File: config.mk
export PLATFORM = sky130hd
export DESIGN_NAME = pred_flag_unit
export DESIGN_NICKNAME = d
export VERILOG_FILES = /design/src/rtl/pfu_pkg.sv /design/src/rtl/pfu_rst_sync.sv /design/src/rtl/pfu_cond_eval.sv /design/src/rtl/pfu_len_table.sv /design/src/rtl/pfu_flag_calc.sv /design/src/rtl/pfu_flag_reg.sv /design/src/rtl/pred_flag_unit.sv
export SDC_FILE = /design/constraint.sdc
export NUM_CORES = 1
export LEC_CHECK = 0
export ABC_CLOCK_PERIOD_IN_PS = 2500
export BUFFER_PORTS_ARGS = -buffer_cell sky130_fd_sc_hd__buf_2
export CAP_MARGIN = 10
export CORE_MARGIN = 1.5
export CORE_UTILIZATION = 37
export DETAILED_ROUTE_END_ITERATION = 8
export PLACE_DENSITY_LB_ADDON = 0.05
export SLEW_MARGIN = 0
export SYNTH_ARGS = -nofsm -noshare
export SYNTH_HDL_FRONTEND = slang
export SYNTH_SLANG_ARGS = --single-unit
File: constraint.sdc
create_clock -name clk -period 2.5 [get_ports clk]
set_input_delay 0.625 -clock clk [delete_from_list [all_inputs] [get_ports clk]]
set_output_delay 0.625 -clock clk [all_outputs]
set_load 0.005 [all_outputs]
File: src/rtl/pfu_pkg.sv
package pfu_pkg;

  localparam int unsigned DATA_W   = 16;
  localparam int unsigned COND_W   = 3;
  localparam int unsigned N_COND   = 1 << COND_W;
  localparam int unsigned MAJOR_W  = 4;
  localparam int unsigned N_MAJOR  = 1 << MAJOR_W;
  localparam int unsigned FLAG_W   = 4;

  typedef enum logic [2:0] {
    CLS_NONE  = 3'd0,
    CLS_ADD   = 3'd1,
    CLS_SUB   = 3'd2,
    CLS_CMP   = 3'd3,
    CLS_LOGIC = 3'd4
  } op_class_e;

  typedef struct packed {
    logic c;
    logic v;
    logic n;
    logic z;
  } flags_t;

  // Truth of one condition code on a flag set.
  function automatic logic cond_holds(input logic [COND_W-1:0] code, input flags_t f);
    logic t;
    case (code)
      3'd0:    t = 1'b1;
      3'd1:    t = f.z;
      3'd2:    t = ~f.z;
      3'd3:    t = f.c;
      3'd4:    t = ~f.c;
      3'd5:    t = f.n;
      3'd6:    t = f.v;
      default: t = f.n ^ f.v;
    endcase
    return t;
  endfunction

endpackage

File: src/rtl/pfu_rst_sync.sv
module pfu_rst_sync #(
  parameter int unsigned STAGES = 2
) (
  input  logic clk,
  input  logic rst_n,
  output logic rst_sync_n
);

  logic [STAGES-1:0] chain_q;
  logic [STAGES-1:0] chain_d;

  always_comb begin
    chain_d = {chain_q[STAGES-2:0], 1'b1};
  end

  always_ff @(posedge clk or negedge rst_n) begin
    if (!rst_n) chain_q <= '0;
    else        chain_q <= chain_d;
  end

  assign rst_sync_n = chain_q[STAGES-1];

endmodule

File: src/rtl/pfu_cond_eval.sv
module pfu_cond_eval
  import pfu_pkg::*;
(
  input  flags_t              flags,
  input  logic [COND_W-1:0]   cond,
  output logic                holds
);

  logic [N_COND-1:0] truth;

  for (genvar k = 0; k < N_COND; k++) begin : g_cond
    assign truth[k] = cond_holds(COND_W'(k), flags);
  end

  assign holds = truth[cond];

endmodule

File: src/rtl/pfu_len_table.sv
module pfu_len_table
  import pfu_pkg::*;
#(
  parameter logic [N_MAJOR-1:0] LONG_MASK = 16'h1130
) (
  input  logic [MAJOR_W-1:0] major,
  output logic [1:0]         words
);

  logic [1:0] len_rom [N_MAJOR];

  for (genvar m = 0; m < N_MAJOR; m++) begin : g_len
    assign len_rom[m] = LONG_MASK[m] ? 2'd2 : 2'd1;
  end

  assign words = len_rom[major];

endmodule

File: src/rtl/pfu_flag_calc.sv
module pfu_flag_calc
  import pfu_pkg::*;
(
  input  op_class_e          cls,
  input  logic [DATA_W-1:0]  a,
  input  logic [DATA_W-1:0]  b,
  input  logic [DATA_W-1:0]  res,
  input  logic               cout,
  input  flags_t             cur,
  output flags_t             nxt,
  output logic               touches,
  output logic               writes
);

  localparam int unsigned MSB = DATA_W - 1;

  logic   res_zero;
  logic   add_ovf;
  logic   sub_ovf;
  logic   borrow;

  assign res_zero = (res == '0);
  assign add_ovf  = (a[MSB] == b[MSB]) && (res[MSB] != a[MSB]);
  assign sub_ovf  = (a[MSB] != b[MSB]) && (res[MSB] != a[MSB]);
  assign borrow   = (a < b);

  always_comb begin
    nxt     = cur;
    touches = 1'b0;
    writes  = 1'b0;
    unique case (cls)
      CLS_ADD: begin
        nxt     = '{c: cout, v: add_ovf, n: res[MSB], z: res_zero};
        touches = 1'b1;
        writes  = 1'b1;
      end
      CLS_SUB, CLS_CMP: begin
        nxt     = '{c: borrow, v: sub_ovf, n: res[MSB], z: res_zero};
        touches = 1'b1;
        writes  = (cls == CLS_SUB);
      end
      CLS_LOGIC: begin
        nxt.n   = res[MSB];
        nxt.z   = res_zero;
        touches = 1'b1;
        writes  = 1'b1;
      end
      default: begin
        nxt     = cur;
      end
    endcase
  end

endmodule

File: src/rtl/pfu_flag_reg.sv
module pfu_flag_reg
  import pfu_pkg::*;
(
  input  logic   clk,
  input  logic   rst_n,
  input  logic   restore_en,
  input  flags_t restore_val,
  input  logic   upd_en,
  input  flags_t upd_val,
  output flags_t q
);

  flags_t d;
  logic   ld_en;

  always_comb begin
    ld_en = restore_en | upd_en;
    if (restore_en) d = restore_val;
    else            d = upd_val;
  end

  always_ff @(posedge clk or negedge rst_n) begin
    if (!rst_n)     q <= '0;
    else if (ld_en) q <= d;
  end

endmodule

File: src/rtl/pred_flag_unit.sv
module pred_flag_unit
  import pfu_pkg::*;
#(
  parameter logic [15:0] LONG_MASK  = 16'h1130,
  parameter int unsigned SYNC_STAGES = 2
) (
  input  logic        clk,
  input  logic        rst_n,
  input  logic        op_valid,
  input  logic [2:0]  op_class,
  input  logic [15:0] opnd_a,
  input  logic [15:0] opnd_b,
  input  logic [15:0] alu_res,
  input  logic        alu_cout,
  input  logic [2:0]  cond,
  input  logic [3:0]  opc_major,
  input  logic        restore_en,
  input  logic [3:0]  restore_flags,
  output logic [3:0]  flags_q,
  output logic        exec_en,
  output logic        commit_en,
  output logic        alu_wr_en,
  output logic [1:0]  pc_step
);

  logic      rst_q_n;
  flags_t    cur_flags;
  flags_t    calc_flags;
  op_class_e cls;
  logic      cls_touches;
  logic      cls_writes;
  logic      cond_ok;
  logic      upd_en;

  assign cls = op_class_e'(op_class);

  pfu_rst_sync #(.STAGES(SYNC_STAGES)) u_rst (
    .clk        (clk),
    .rst_n      (rst_n),
    .rst_sync_n (rst_q_n)
  );

  pfu_cond_eval u_cond (
    .flags (cur_flags),
    .cond  (cond),
    .holds (cond_ok)
  );

  pfu_flag_calc u_calc (
    .cls     (cls),
    .a       (opnd_a),
    .b       (opnd_b),
    .res     (alu_res),
    .cout    (alu_cout),
    .cur     (cur_flags),
    .nxt     (calc_flags),
    .touches (cls_touches),
    .writes  (cls_writes)
  );

  pfu_len_table #(.LONG_MASK(LONG_MASK)) u_len (
    .major (opc_major),
    .words (pc_step)
  );

  assign commit_en = op_valid & cond_ok;
  assign upd_en    = commit_en & cls_touches;
  assign alu_wr_en = commit_en & cls_writes;
  assign exec_en   = cond_ok;

  pfu_flag_reg u_flags (
    .clk         (clk),
    .rst_n       (rst_q_n),
    .restore_en  (restore_en),
    .restore_val (flags_t'(restore_flags)),
    .upd_en      (upd_en),
    .upd_val     (calc_flags),
    .q           (cur_flags)
  );

  assign flags_q = cur_flags;

endmodule

==> results.md, run 1 <==
- Row count: 17
- Critical path class: in2out
- Clock Tree Root: clkbuf_4
- Worst Skew: 0.00305 ns
- Buffer and inverter count on the worst path: 3
- I/O Pins: 76
- Total congestion overflow: 0
- Vias in the first global route: 972
- Starting DRT DRC Count: 7
- Min Clock Period, post-route: 2.44 ns
- Die height: 51.2 um
- Die area: 2620 um^2
- Vias: 1022
- CP endpoint kind: primary output
- Post-synthesis adder-cell area fraction: 21.9%
- NumNets Final: 275
- Finished Layout Cells: 219
- Area leader, netlist: ha_1
- Clock sinks: 6
- Cts hold-fix bufs: 0
- Crit path largest cell delay: 0.33 ns
- Drt total wl: 2200 um
- Worst Path Max Fanout: 4
- Wire per inst: 10.0 um
- Inserted Diodes: 0
- Total CTS buffers: 3
- Synth-to-layout area growth: 53.9%
- Synthesized flop and latch total: 6
- CP max stage cell: mux2_1
- First-pass GRT wire length: 3530 um
- Share of cells above drive strength 1: 45.5%
- Setup crit start kind: primary input
- Final period utilization: 97.7%
- Post-Synth XOR/XNOR Area: 4.08%
- Lkg Pwr: 0.000754 uW
- TritonCTS clock tree: done
- Routed vias/inst: 4.67
- RSZ-0062 raised after global routing: false
- Warnings from Yosys: 0
- Post-DP Area: 1270 um^2
- Synth Area in Simple Gates: 20.6%
- Inst Count DP: 215
- Largest delay share family, worst path: compound AO/OA/AOI/OAI gates
- Maximum VDD drop: 0.226 mV
- Min-delay worst type: reg2async
- Slew Limit Fails: 0
- Worst path cell trace: buf_4, nand2_2, mux2_1, a31o_4, clkinv_2, and2_4, o211a_1, buf_2
- GPL Wtd Cong: 0.737
- Post-route setup TNS: 0 ns
- I/O Buffers: 75
- Compound-Gate Fraction of Synth Area: 21.3%
- Distinct cells, synth: 36
- Worst Path Required: 1.88 ns
- Post-Syn Area per Cell: 7.66 um^2
- Initial core utilization: 39.2%
- Initial antenna violation count: 0
- DRC viols: 0
- Final HPWL DP: 1990 um
- Clock-pin slew on the worst setup and hold paths: 0.04 ns
- Layout Cell Area excl Fill: 1320 um^2
- Arr. time, crit path: 1.82 ns
- Largest family of logic cells by synthesized area: adder cells
- Clk Latency, worst-skew pair: 0.24 ns
- Mapped Cells: 112
- Post-DRT Antenna Nets: 0
- Die width: 51.2 um
- Leading post-synthesis cells by cell area: ha_1, dfrtp_1, inv_1
- Status: complete, no violations
- Synth top area share: 21.9%
- Clock Tree Buf Depth: 2
- Total core area: 2190 um^2
- Net Count, Synth: 194
- PD cells: 303 nW/um^2
- Area of the mapped netlist: 858 um^2
- Max Cap Viol: 0
- CTS H-tree lvls: 1
- Sequential share of the synthesized area: 17.5%
- Largest net degree at the start of global routing: 12
- GR Util All Layers: 17.2%
- Setup violators final: 0
- Hold violation count in the final report: 0
- First-pass DRT Iterations: 4
- Post-synthesis mux area share: 5.39%
- Utilization after layout: 60.3%
- Fmax: 409 MHz
==> worst register-to-register path: cells and delay by family (launching register included) <==
| kind | cells | cell delay (ns) |
|---|---|---|
| compound gates | 3 | 0.62 |
| flops | 1 | 0.42 |
| mux | 2 | 0.44 |
| buf+inv | 2 | 0.21 |
==> final cells by class <==
class                   instances  area [um^2]
inverters                      19         72.6
flip-flops and latches          6          150
fillers                       221          870
clock buffers                   3         22.5
multi-input cells              86          648
well taps                      28         35.0
repair buffers                 77          393
==> layer usage <==
metal,wire [um],GRT usage [%]
met5,0,0
met4,0,6.76
met3,154,3.22
met2,1130,33.8
met1,912,17.6
==> synthesized netlist by cell type <==
cell type and n:
dfrtp_1 6, xnor2_1 3, inv_1 18, xor2_1 1, a41oi_1 1, a31o_2 1, o211a_1 1, o211ai_1 1
o2111ai_1 1, o21ai_0 7, clkinv_2 1, nand2_1 12, and2_1 2, or2_2 1, a311oi_1 1, a21o_1 1
nand2b_1 2, nor2b_1 2, nor2_1 6, mux2_1 1, a31oi_4 1, nand4_1 1, a31oi_1 2, nor4_1 5
a2111oi_0 1, mux2_4 1, conb_1 1, a21oi_1 6, ha_1 15, nand3b_1 1, o31ai_1 1, mux2i_1 2
a211oi_1 1, nor3_1 2, nand3_1 2, clkbuf_1 1
==> final timing paths <==
path / from / endpoint / slack, ns / cells after the start
min reg2reg: u_rst.chain_q[1]$_DFF_PN0_ / u_flags.q[1]$_DFFE_PN0P_ / 0.05 / 0
max in group asynchronous: rst_n / u_rst.chain_q[0]$_DFF_PN0_ / 2.24 / 1
min in group clk: u_rst.chain_q[0]$_DFF_PN0_ / u_rst.chain_q[1]$_DFF_PN0_ / 0.35 / 0
max reg2reg: u_flags.q[0]$_DFFE_PN0P_ / u_flags.q[2]$_DFFE_PN0P_ / 0.70 / 7
max: cond[1] / alu_wr_en / 0.06 / 8
min: u_rst.chain_q[1]$_DFF_PN0_ / u_flags.q[1]$_DFFE_PN0P_ / 0.05 / 0
==> flip-flops by register name, indices dropped and copies added, names as in the netlist <==
register and flops:
u_rst.chain_q 2, u_flags.q 4
==> metrics by stage <==
stage          setup slack, ns  hold WS, ns  power (uW)
2_1_floorplan            0.195       0.0403         212
3_3_place_gp            0.0484       0.0597         298
3_5_place_dp           0.00683       0.0569         306
4_1_cts               0.000654       0.0604         393
5_1_grt                0.00507       0.0866         431
6_report                0.0572       0.0516         400
==> cell families after synthesis <==
kind of cell,Yosys count
xor+xnor,4
fa+ha+maj,15
flops,6
buf+inv,20
simple gates,36
compound gates,26
other cells,1
mux,4
==> cell usage in the layout (no fill, tap or decap), types with 3 or more instances in the layout <==
cell	instances
dfrtp_1	6
clkbuf_4	3
xnor2_1	3
buf_2	74
ha_1	15
nor4_1	5
nor2_1	6
nand2_1	11
o21ai_0	7
buf_4	3
a21oi_1	6
inv_1	18
==> report_power, final <==
part | total [uW] | switching (uW) | internal [uW]
clock | 85.3 | 31.2 | 54.0
combinational | 197 | 86.7 | 110
sequential | 118 | 10.3 | 108
total | 400 | 128 | 272
==> timing repair <==
item                                    4_1_cts  5_1_grt
endpoints found under the setup margin        0        1
endpoints found under the hold margin         0        0
buffers inserted                              0        1
resized for setup                             0        5
(Power assumes the default switching activity.)
==> run 2: changes to the inputs <==
--- a/config.mk
+++ b/config.mk
@@ -8,10 +8,13 @@
 export ABC_CLOCK_PERIOD_IN_PS = 2500
 export BUFFER_PORTS_ARGS = -buffer_cell sky130_fd_sc_hd__buf_2
 export CAP_MARGIN = 10
+export CELL_PAD_IN_SITES_DETAIL_PLACEMENT = 2
+export CELL_PAD_IN_SITES_GLOBAL_PLACEMENT = 2
 export CORE_MARGIN = 1.5
-export CORE_UTILIZATION = 37
+export CORE_UTILIZATION = 18
 export DETAILED_ROUTE_END_ITERATION = 8
 export PLACE_DENSITY_LB_ADDON = 0.05
+export SETUP_SLACK_MARGIN = 0.3
 export SLEW_MARGIN = 0
 export SYNTH_ARGS = -nofsm -noshare
 export SYNTH_HDL_FRONTEND = slang
==> run 2 against run 1 <==
Routed wire length increased by 38%. First-iteration DRC count increased by 29%. Core utilization decreased by 29 points. Clock power increased by 68%. Critical path type unchanged. Largest cell class unchanged.
==> results.md, run 2 (synthesized netlist as in run 1, its figures left out) <==
- Status: complete, no violations
- PnR Total Power: 480 uW (+20%)
- Min-delay worst type: reg2async
- FILL cells: 550 (+150%)
- Clock-pin slew on the worst setup and hold paths: 0.03 ns (about the same)
- Top flop regs: u_flags.q (4), u_rst.chain_q (2)
- Clock share of power: 29.8% (+8.5 points)
- Hold violation count in the final report: 0 (unchanged)
- I/O Buffers: 75 (unchanged)
- Clock Tree Root: clkbuf_8
- First-pass GRT wire length: 4810 um (+36%)
- NumNets Final: 276 (+0.36%)
- Die height: 72.1 um (+41%)
- Post-DP Area: 1330 um^2 (+4.2%)
- Commonest non-fill, non-tap cell in the layout: buf_2
- Flop pwr share: 25.1% (-4.4 points)
- Most frequent cells in the layout: buf_2, inv_1, ha_1, nand2_1, o21ai_0
- Critical path class: in2out
- DRC viols: 0 (unchanged)
- Lkg Pwr: 0.000784 uW (+4.0%)
- Vias in the first global route: 1161 (+19%)
- Switching share of power: 30.7% (-1.3 points)
- Setup WS pre-CTS: 0.0737 ns (+0.0668 ns)
- Clock Tree Buf Depth: 2 (unchanged)
- Drt total wl: 3040 um (+38%)
- Worst Path Max Fanout: 4 (unchanged)
- GR Util All Layers: 11.5% (-5.7 points)
- Post-route setup TNS: 0 ns (unchanged)
- Worst R2R End: u_flags.q[2]$_DFFE_PN0P_
- Total core area: 4470 um^2 (+100%)
- Largest net degree at the start of global routing: 12 (unchanged)
- Initial antenna violation count: 0 (unchanged)
- Final period utilization: 94.6% (-3.1 points)
- Inserted Diodes: 0 (unchanged)
- Die area: 5190 um^2 (+98%)
- Layout Cell Area excl Fill: 1410 um^2 (+6.5%)
- P_sw: 147 uW (+15%)
- I/O Pins: 76 (unchanged)
- Setup crit start kind: primary input
- Most flops, register: u_flags.q
- Maximum VDD drop: 0.102 mV (-55%)
- Wire per inst: 12.4 um (+24%)
- Clock sinks: 6 (unchanged)
- Post-DRT Antenna Nets: 0 (unchanged)
- Max Cap Viol: 0 (unchanged)
- Arr. time, crit path: 1.74 ns (-0.08 ns)
- Flop2flop setup slack: 0.60 ns (-0.10 ns)
- Critical path depth: 8 (unchanged)
- Row count: 24 (+7)
- Buffer and inverter count on the worst path: 3 (unchanged)
- PD cells: 341 nW/um^2 (+13%)
- Total congestion overflow: 0 (unchanged)
- GPL Wtd Cong: 0.715 (-3.0%)
- Power share of the combinational group: 45.1% (-4.1 points)
- Die width: 72.1 um (+41%)
- TritonCTS clock tree: done
- Synth-to-layout area growth: 64.0%
- CP max stage cell: a31o_4
- Worst Path Required: 1.88 ns (about the same)
- Largest delay share family, worst path: compound AO/OA/AOI/OAI gates
- Max reg flops: 4 (unchanged)
- Worst Skew: 0.000794 ns (-0.00226 ns)
- Final HPWL DP: 2790 um (+40%)
- Setup violators final: 0 (unchanged)
- FF-to-FF path depth: 8 (+1)
- First-pass DRT Iterations: 4 (unchanged)
- Share of cells above drive strength 1: 46.4% (+0.80 points)
- Worst r2r src: u_flags.q[0]$_DFFE_PN0P_
- Slew Limit Fails: 0 (unchanged)
- RSZ-0062 raised after global routing: true
- Cts hold-fix bufs: 0 (unchanged)
- Initial core utilization: 19.2% (-20 points)
- CP endpoint kind: primary output
- Fmax: 423 MHz (+3.3%)
- Starting DRT DRC Count: 9 (+2)
- CTS H-tree lvls: 1 (unchanged)
- Min Clock Period, post-route: 2.36 ns (-0.0778 ns)
- Worst path cell trace: buf_8, or2_4, a21o_1, a31o_4, clkinv_4, and2_4, o211a_1, buf_2
- Vias: 1124 (+10%)
- Crit path largest cell delay: 0.24 ns (-0.09 ns)
- Int Pwr: 333 uW (+22%)
- Total CTS buffers: 3 (unchanged)
- Clk Latency, worst-skew pair: 0.22 ns (-0.02 ns)
- Routed vias/inst: 4.61 (-1.3%)
- Post-layout worst setup margin: 0.135 ns (+0.0778 ns)
run 2: cell types whose count changed in the layout (fill, tap and decap cells not counted), sizes merged:
cell / delta
buf: +1
run 2: final cells by class:
type / instances / area (um^2) / share of cell area [%]
multi-input combinational: 86 / 657 / 46.7
timing repair buffer: 78 / 418 / 29.7
sequential: 6 / 150 / 10.7
inverter: 19 / 76.3 / 5.42
tap: 52 / 65.1 / 4.62
clock buffer: 3 / 41.3 / 2.93
run 2: repair_timing:
action	4_1_cts	5_1_grt
gates resized for setup	5	1
buffers inserted	1	1
pin swaps	2	2
endpoints found under the setup margin	3	3
run 2: power groups by stage:
| stage | sequential, uW | combinational, uW | clock (uW) |
|---|---|---|---|
| floorplan | 118 | 104 | 0 |
| global placement | 120 | 197 | 0 |
| detailed placement | 121 | 208 | 0 |
| CTS | 120 | 220 | 145 |
| global route | 122 | 244 | 155 |
| finish | 121 | 217 | 143 |
run 2: worst reg2reg max path: stages (launching register included):
cell and delay (ns):
dfrtp_1 0.40, mux2i_1 0.13, a311oi_1 0.27, a31o_4 0.18, clkinv_4 0.05, buf_4 0.12, buf_6 0.12, a31oi_4 0.20
mux2_4 0.32
run 2: routing by layer:
layer / global-route usage (%) / vias up / part of all wire, %
met2: 24.0 / 52 / 55
li1: - / 556 / -
met4: 3.14 / 0 / 0.82
met1: 11.8 / 513 / 38
met3: 1.39 / 3 / 6.8
met5: 0 / - / 0
run 2: metrics by stage:
stage / hold slack (ns) / cells / utilization, %
2_1_floorplan: 0.0403 / 112 / -
3_3_place_gp: 0.0580 / 239 / 29.6
3_5_place_dp: 0.0530 / 239 / 29.6
4_1_cts: 0.0559 / 243 / 31.2
5_1_grt: 0.0635 / 244 / 31.5
6_report: 0.0506 / 244 / 31.5
run 2: how the worst max path moves through the flow:
stage                     startpoint         to  slack [ns]
final                        cond[1]  alu_wr_en        0.14
after global placement       cond[1]  alu_wr_en        0.10
after detailed placement     cond[1]  alu_wr_en        0.07
after CTS                    cond[1]  alu_wr_en        0.08
after global routing         cond[1]  alu_wr_en         0.1
after floorplan              cond[1]  alu_wr_en        0.31
==> run 3: changes to the inputs <==
--- a/config.mk
+++ b/config.mk
@@ -5,17 +5,18 @@
 export SDC_FILE = /design/constraint.sdc
 export NUM_CORES = 1
 export LEC_CHECK = 0
-export ABC_CLOCK_PERIOD_IN_PS = 2500
+export ABC_CLOCK_PERIOD_IN_PS = 2800
 export BUFFER_PORTS_ARGS = -buffer_cell sky130_fd_sc_hd__buf_2
 export CAP_MARGIN = 10
 export CELL_PAD_IN_SITES_DETAIL_PLACEMENT = 2
 export CELL_PAD_IN_SITES_GLOBAL_PLACEMENT = 2
 export CORE_MARGIN = 1.5
-export CORE_UTILIZATION = 18
+export CORE_UTILIZATION = 19
 export DETAILED_ROUTE_END_ITERATION = 8
 export PLACE_DENSITY_LB_ADDON = 0.05
 export SETUP_SLACK_MARGIN = 0.3
-export SLEW_MARGIN = 0
+export SLEW_MARGIN = 15
 export SYNTH_ARGS = -nofsm -noshare
 export SYNTH_HDL_FRONTEND = slang
 export SYNTH_SLANG_ARGS = --single-unit
+export TNS_END_PERCENT = 10
==> constraint.sdc (replaced) <==
create_clock -name clk -period 2.8 [get_ports clk]
set_input_delay 0.7 -clock clk [delete_from_list [all_inputs] [get_ports clk]]
set_output_delay 0.7 -clock clk [all_outputs]
set_load 0.005 [all_outputs]
==> run 3 against run 2 <==
Count of clock-buffer cells in the layout is the same. Core utilization up 0.49 points. Via count hardly changed. Global-route usage increased by 0.67 points. Clock power is 9% lower. Total power shrank 12%. Routed wire length decreased by 1.7%. Largest power group unchanged.
==> results.md, run 3 (synthesized netlist as in run 1, its figures left out) <==
- Setup crit start kind: primary input
- Vias: 1123 (-0.089%)
- Total CTS buffers: 3 (unchanged)
- CTS H-tree lvls: 1 (unchanged)
- NumNets Final: 274 (-0.72%)
- Top flop regs: u_flags.q (4), u_rst.chain_q (2)
- Largest net degree at the start of global routing: 12 (unchanged)
- Status: complete, no violations
- I/O Pins: 76 (unchanged)
- RSZ-0062 raised after global routing: true
- Row count: 24 (unchanged)
- TritonCTS clock tree: done
- Fmax: 396 MHz
- Clk Latency, worst-skew pair: 0.22 ns (about the same)
- Synth-to-layout area growth: 62.1%
- FF-to-FF path depth: 7 (-1)
- Die width: 70.2 um (-2.6%)
- Lkg Pwr: 0.000773 uW (-1.4%)
- Clock sinks: 6 (unchanged)
- Initial antenna violation count: 0 (unchanged)
- Setup violators final: 0 (unchanged)
- Drt total wl: 2980 um (-1.7%)
- First-pass DRT Iterations: 2 (-2)
- Inserted Diodes: 0 (unchanged)
- Clock Tree Buf Depth: 2 (unchanged)
- Die height: 70.2 um (-2.6%)
- Final HPWL DP: 2730 um (-2.1%)
- Max reg flops: 4 (unchanged)
- PnR Total Power: 423 uW (-12%)
- Worst Skew: 0.00137 ns (+0.000580 ns)
- PD cells: 304 nW/um^2 (-11%)
- Post-route setup TNS: 0 ns (unchanged)
- Most flops, register: u_flags.q
- GPL Wtd Cong: 0.738 (+3.2%)
- Share of cells above drive strength 1: 46.3% (about the same)
- Worst Path Max Fanout: 4 (unchanged)
- Min-delay worst type: reg2async
- Wire per inst: 12.3 um (-0.90%)
- Hold violation count in the final report: 0 (unchanged)
- First-pass GRT wire length: 4970 um (+3.3%)
- GR Util All Layers: 12.2% (+0.67 points)
- Vias in the first global route: 1206 (+3.9%)
- Utilization after layout: 32.0% (+0.49 points)
- Commonest non-fill, non-tap cell in the layout: buf_2
- Max Cap Viol: 0 (unchanged)
- CP max stage cell: a31o_4
- Initial core utilization: 19.7% (+0.53 points)
- Post-DRT Antenna Nets: 0 (unchanged)
- Total core area: 4350 um^2 (-2.7%)
- Routed vias/inst: 4.64 (+0.74%)
- Crit path largest cell delay: 0.24 ns (about the same)
- Min Clock Period, post-route: 2.53 ns
- Starting DRT DRC Count: 32 (+23)
- Worst path cell trace: buf_8, or2_4, a21o_1, a31o_4, clkinv_4, and2_4, o211a_1, buf_2
- Final period utilization: 90.3%
- Worst Path Required: 2.10 ns (+0.22 ns)
- Clock Tree Root: clkbuf_8
- I/O Buffers: 75 (unchanged)
- Critical path class: in2out
- Arr. time, crit path: 1.83 ns (+0.09 ns)
- Total congestion overflow: 0 (unchanged)
- Clock-pin slew on the worst setup and hold paths: 0.04 ns (about the same)
- Most frequent cells in the layout: buf_2, inv_1, ha_1, nand2_1, o21ai_0
- DRC viols: 0 (unchanged)
- Slew Limit Fails: 0 (unchanged)
- Maximum VDD drop: 0.0971 mV (-5.0%)
- Die area: 4930 um^2 (-5.1%)
- CP endpoint kind: primary output
run 3: worst max-delay path: cells and delay by family:
kind	cells	cell delay (ns)
AND/OR/NAND/NOR	2	0.35
buffers and inverters	3	0.26
AO/OA/AOI/OAI	3	0.53
run 3: layout make-up:
type / count / area [um^2]
clock buffer: 3 / 41.3
fill: 546 / 2960
inverter: 19 / 76.3
multi-input combinational: 86 / 663
sequential: 6 / 150
tap: 52 / 65.1
timing repair buffer: 76 / 395
run 3: metal layers:
layer  global-route usage, %  wire, um  part of all wire, %
met2                    25.0      1690                   57
met4                    3.21        25                 0.84
met1                    12.2      1070                   36
met3                    2.45       198                  6.6
met5                       0         0                    0
run 3: where the power goes:
group | leakage [uW] | internal [uW] | switching, uW
clock | 0.0000216 | 92.4 | 37.9
combinational | 0.000680 | 101 | 84.1
sequential | 0.0000713 | 96.5 | 10.9
run 3: worst paths after layout:
path	to	from	slack [ns]
worst max register to register	u_flags.q[2]$_DFFE_PN0P_	u_flags.q[0]$_DFFE_PN0P_	1.01
worst min-delay path	u_flags.q[2]$_DFFE_PN0P_	u_rst.chain_q[1]$_DFF_PN0_	0.06
min in group clk	u_rst.chain_q[1]$_DFF_PN0_	u_rst.chain_q[0]$_DFF_PN0_	0.36
worst min register to register	u_flags.q[2]$_DFFE_PN0P_	u_rst.chain_q[1]$_DFF_PN0_	0.06
worst max-delay path	alu_wr_en	cond[1]	0.27
max in group asynchronous	u_rst.chain_q[1]$_DFF_PN0_	rst_n	2.45
run 3: through the flow:
step | cell area [um^2] | std cells | hold WS (ns) | worst slack [ns]
after floorplan | 858 | 112 | 0.0403 | 0.345
after global placement | 1300 | 239 | 0.0664 | 0.157
after detailed placement | 1300 | 239 | 0.0696 | 0.148
after CTS | 1380 | 242 | 0.0665 | 0.273
after global routing | 1390 | 242 | 0.0746 | 0.242
final | 1390 | 242 | 0.0621 | 0.272
run 3: what timing repair did:
action | 4_1_cts | 5_1_grt
pin swaps | 2 | 0
setup buffers | 0 | 0
hold buffers | 0 | 0
endpoints found under the hold margin | 0 | 0
endpoints found under the setup margin | 3 | 1
resized for setup | 10 | 2
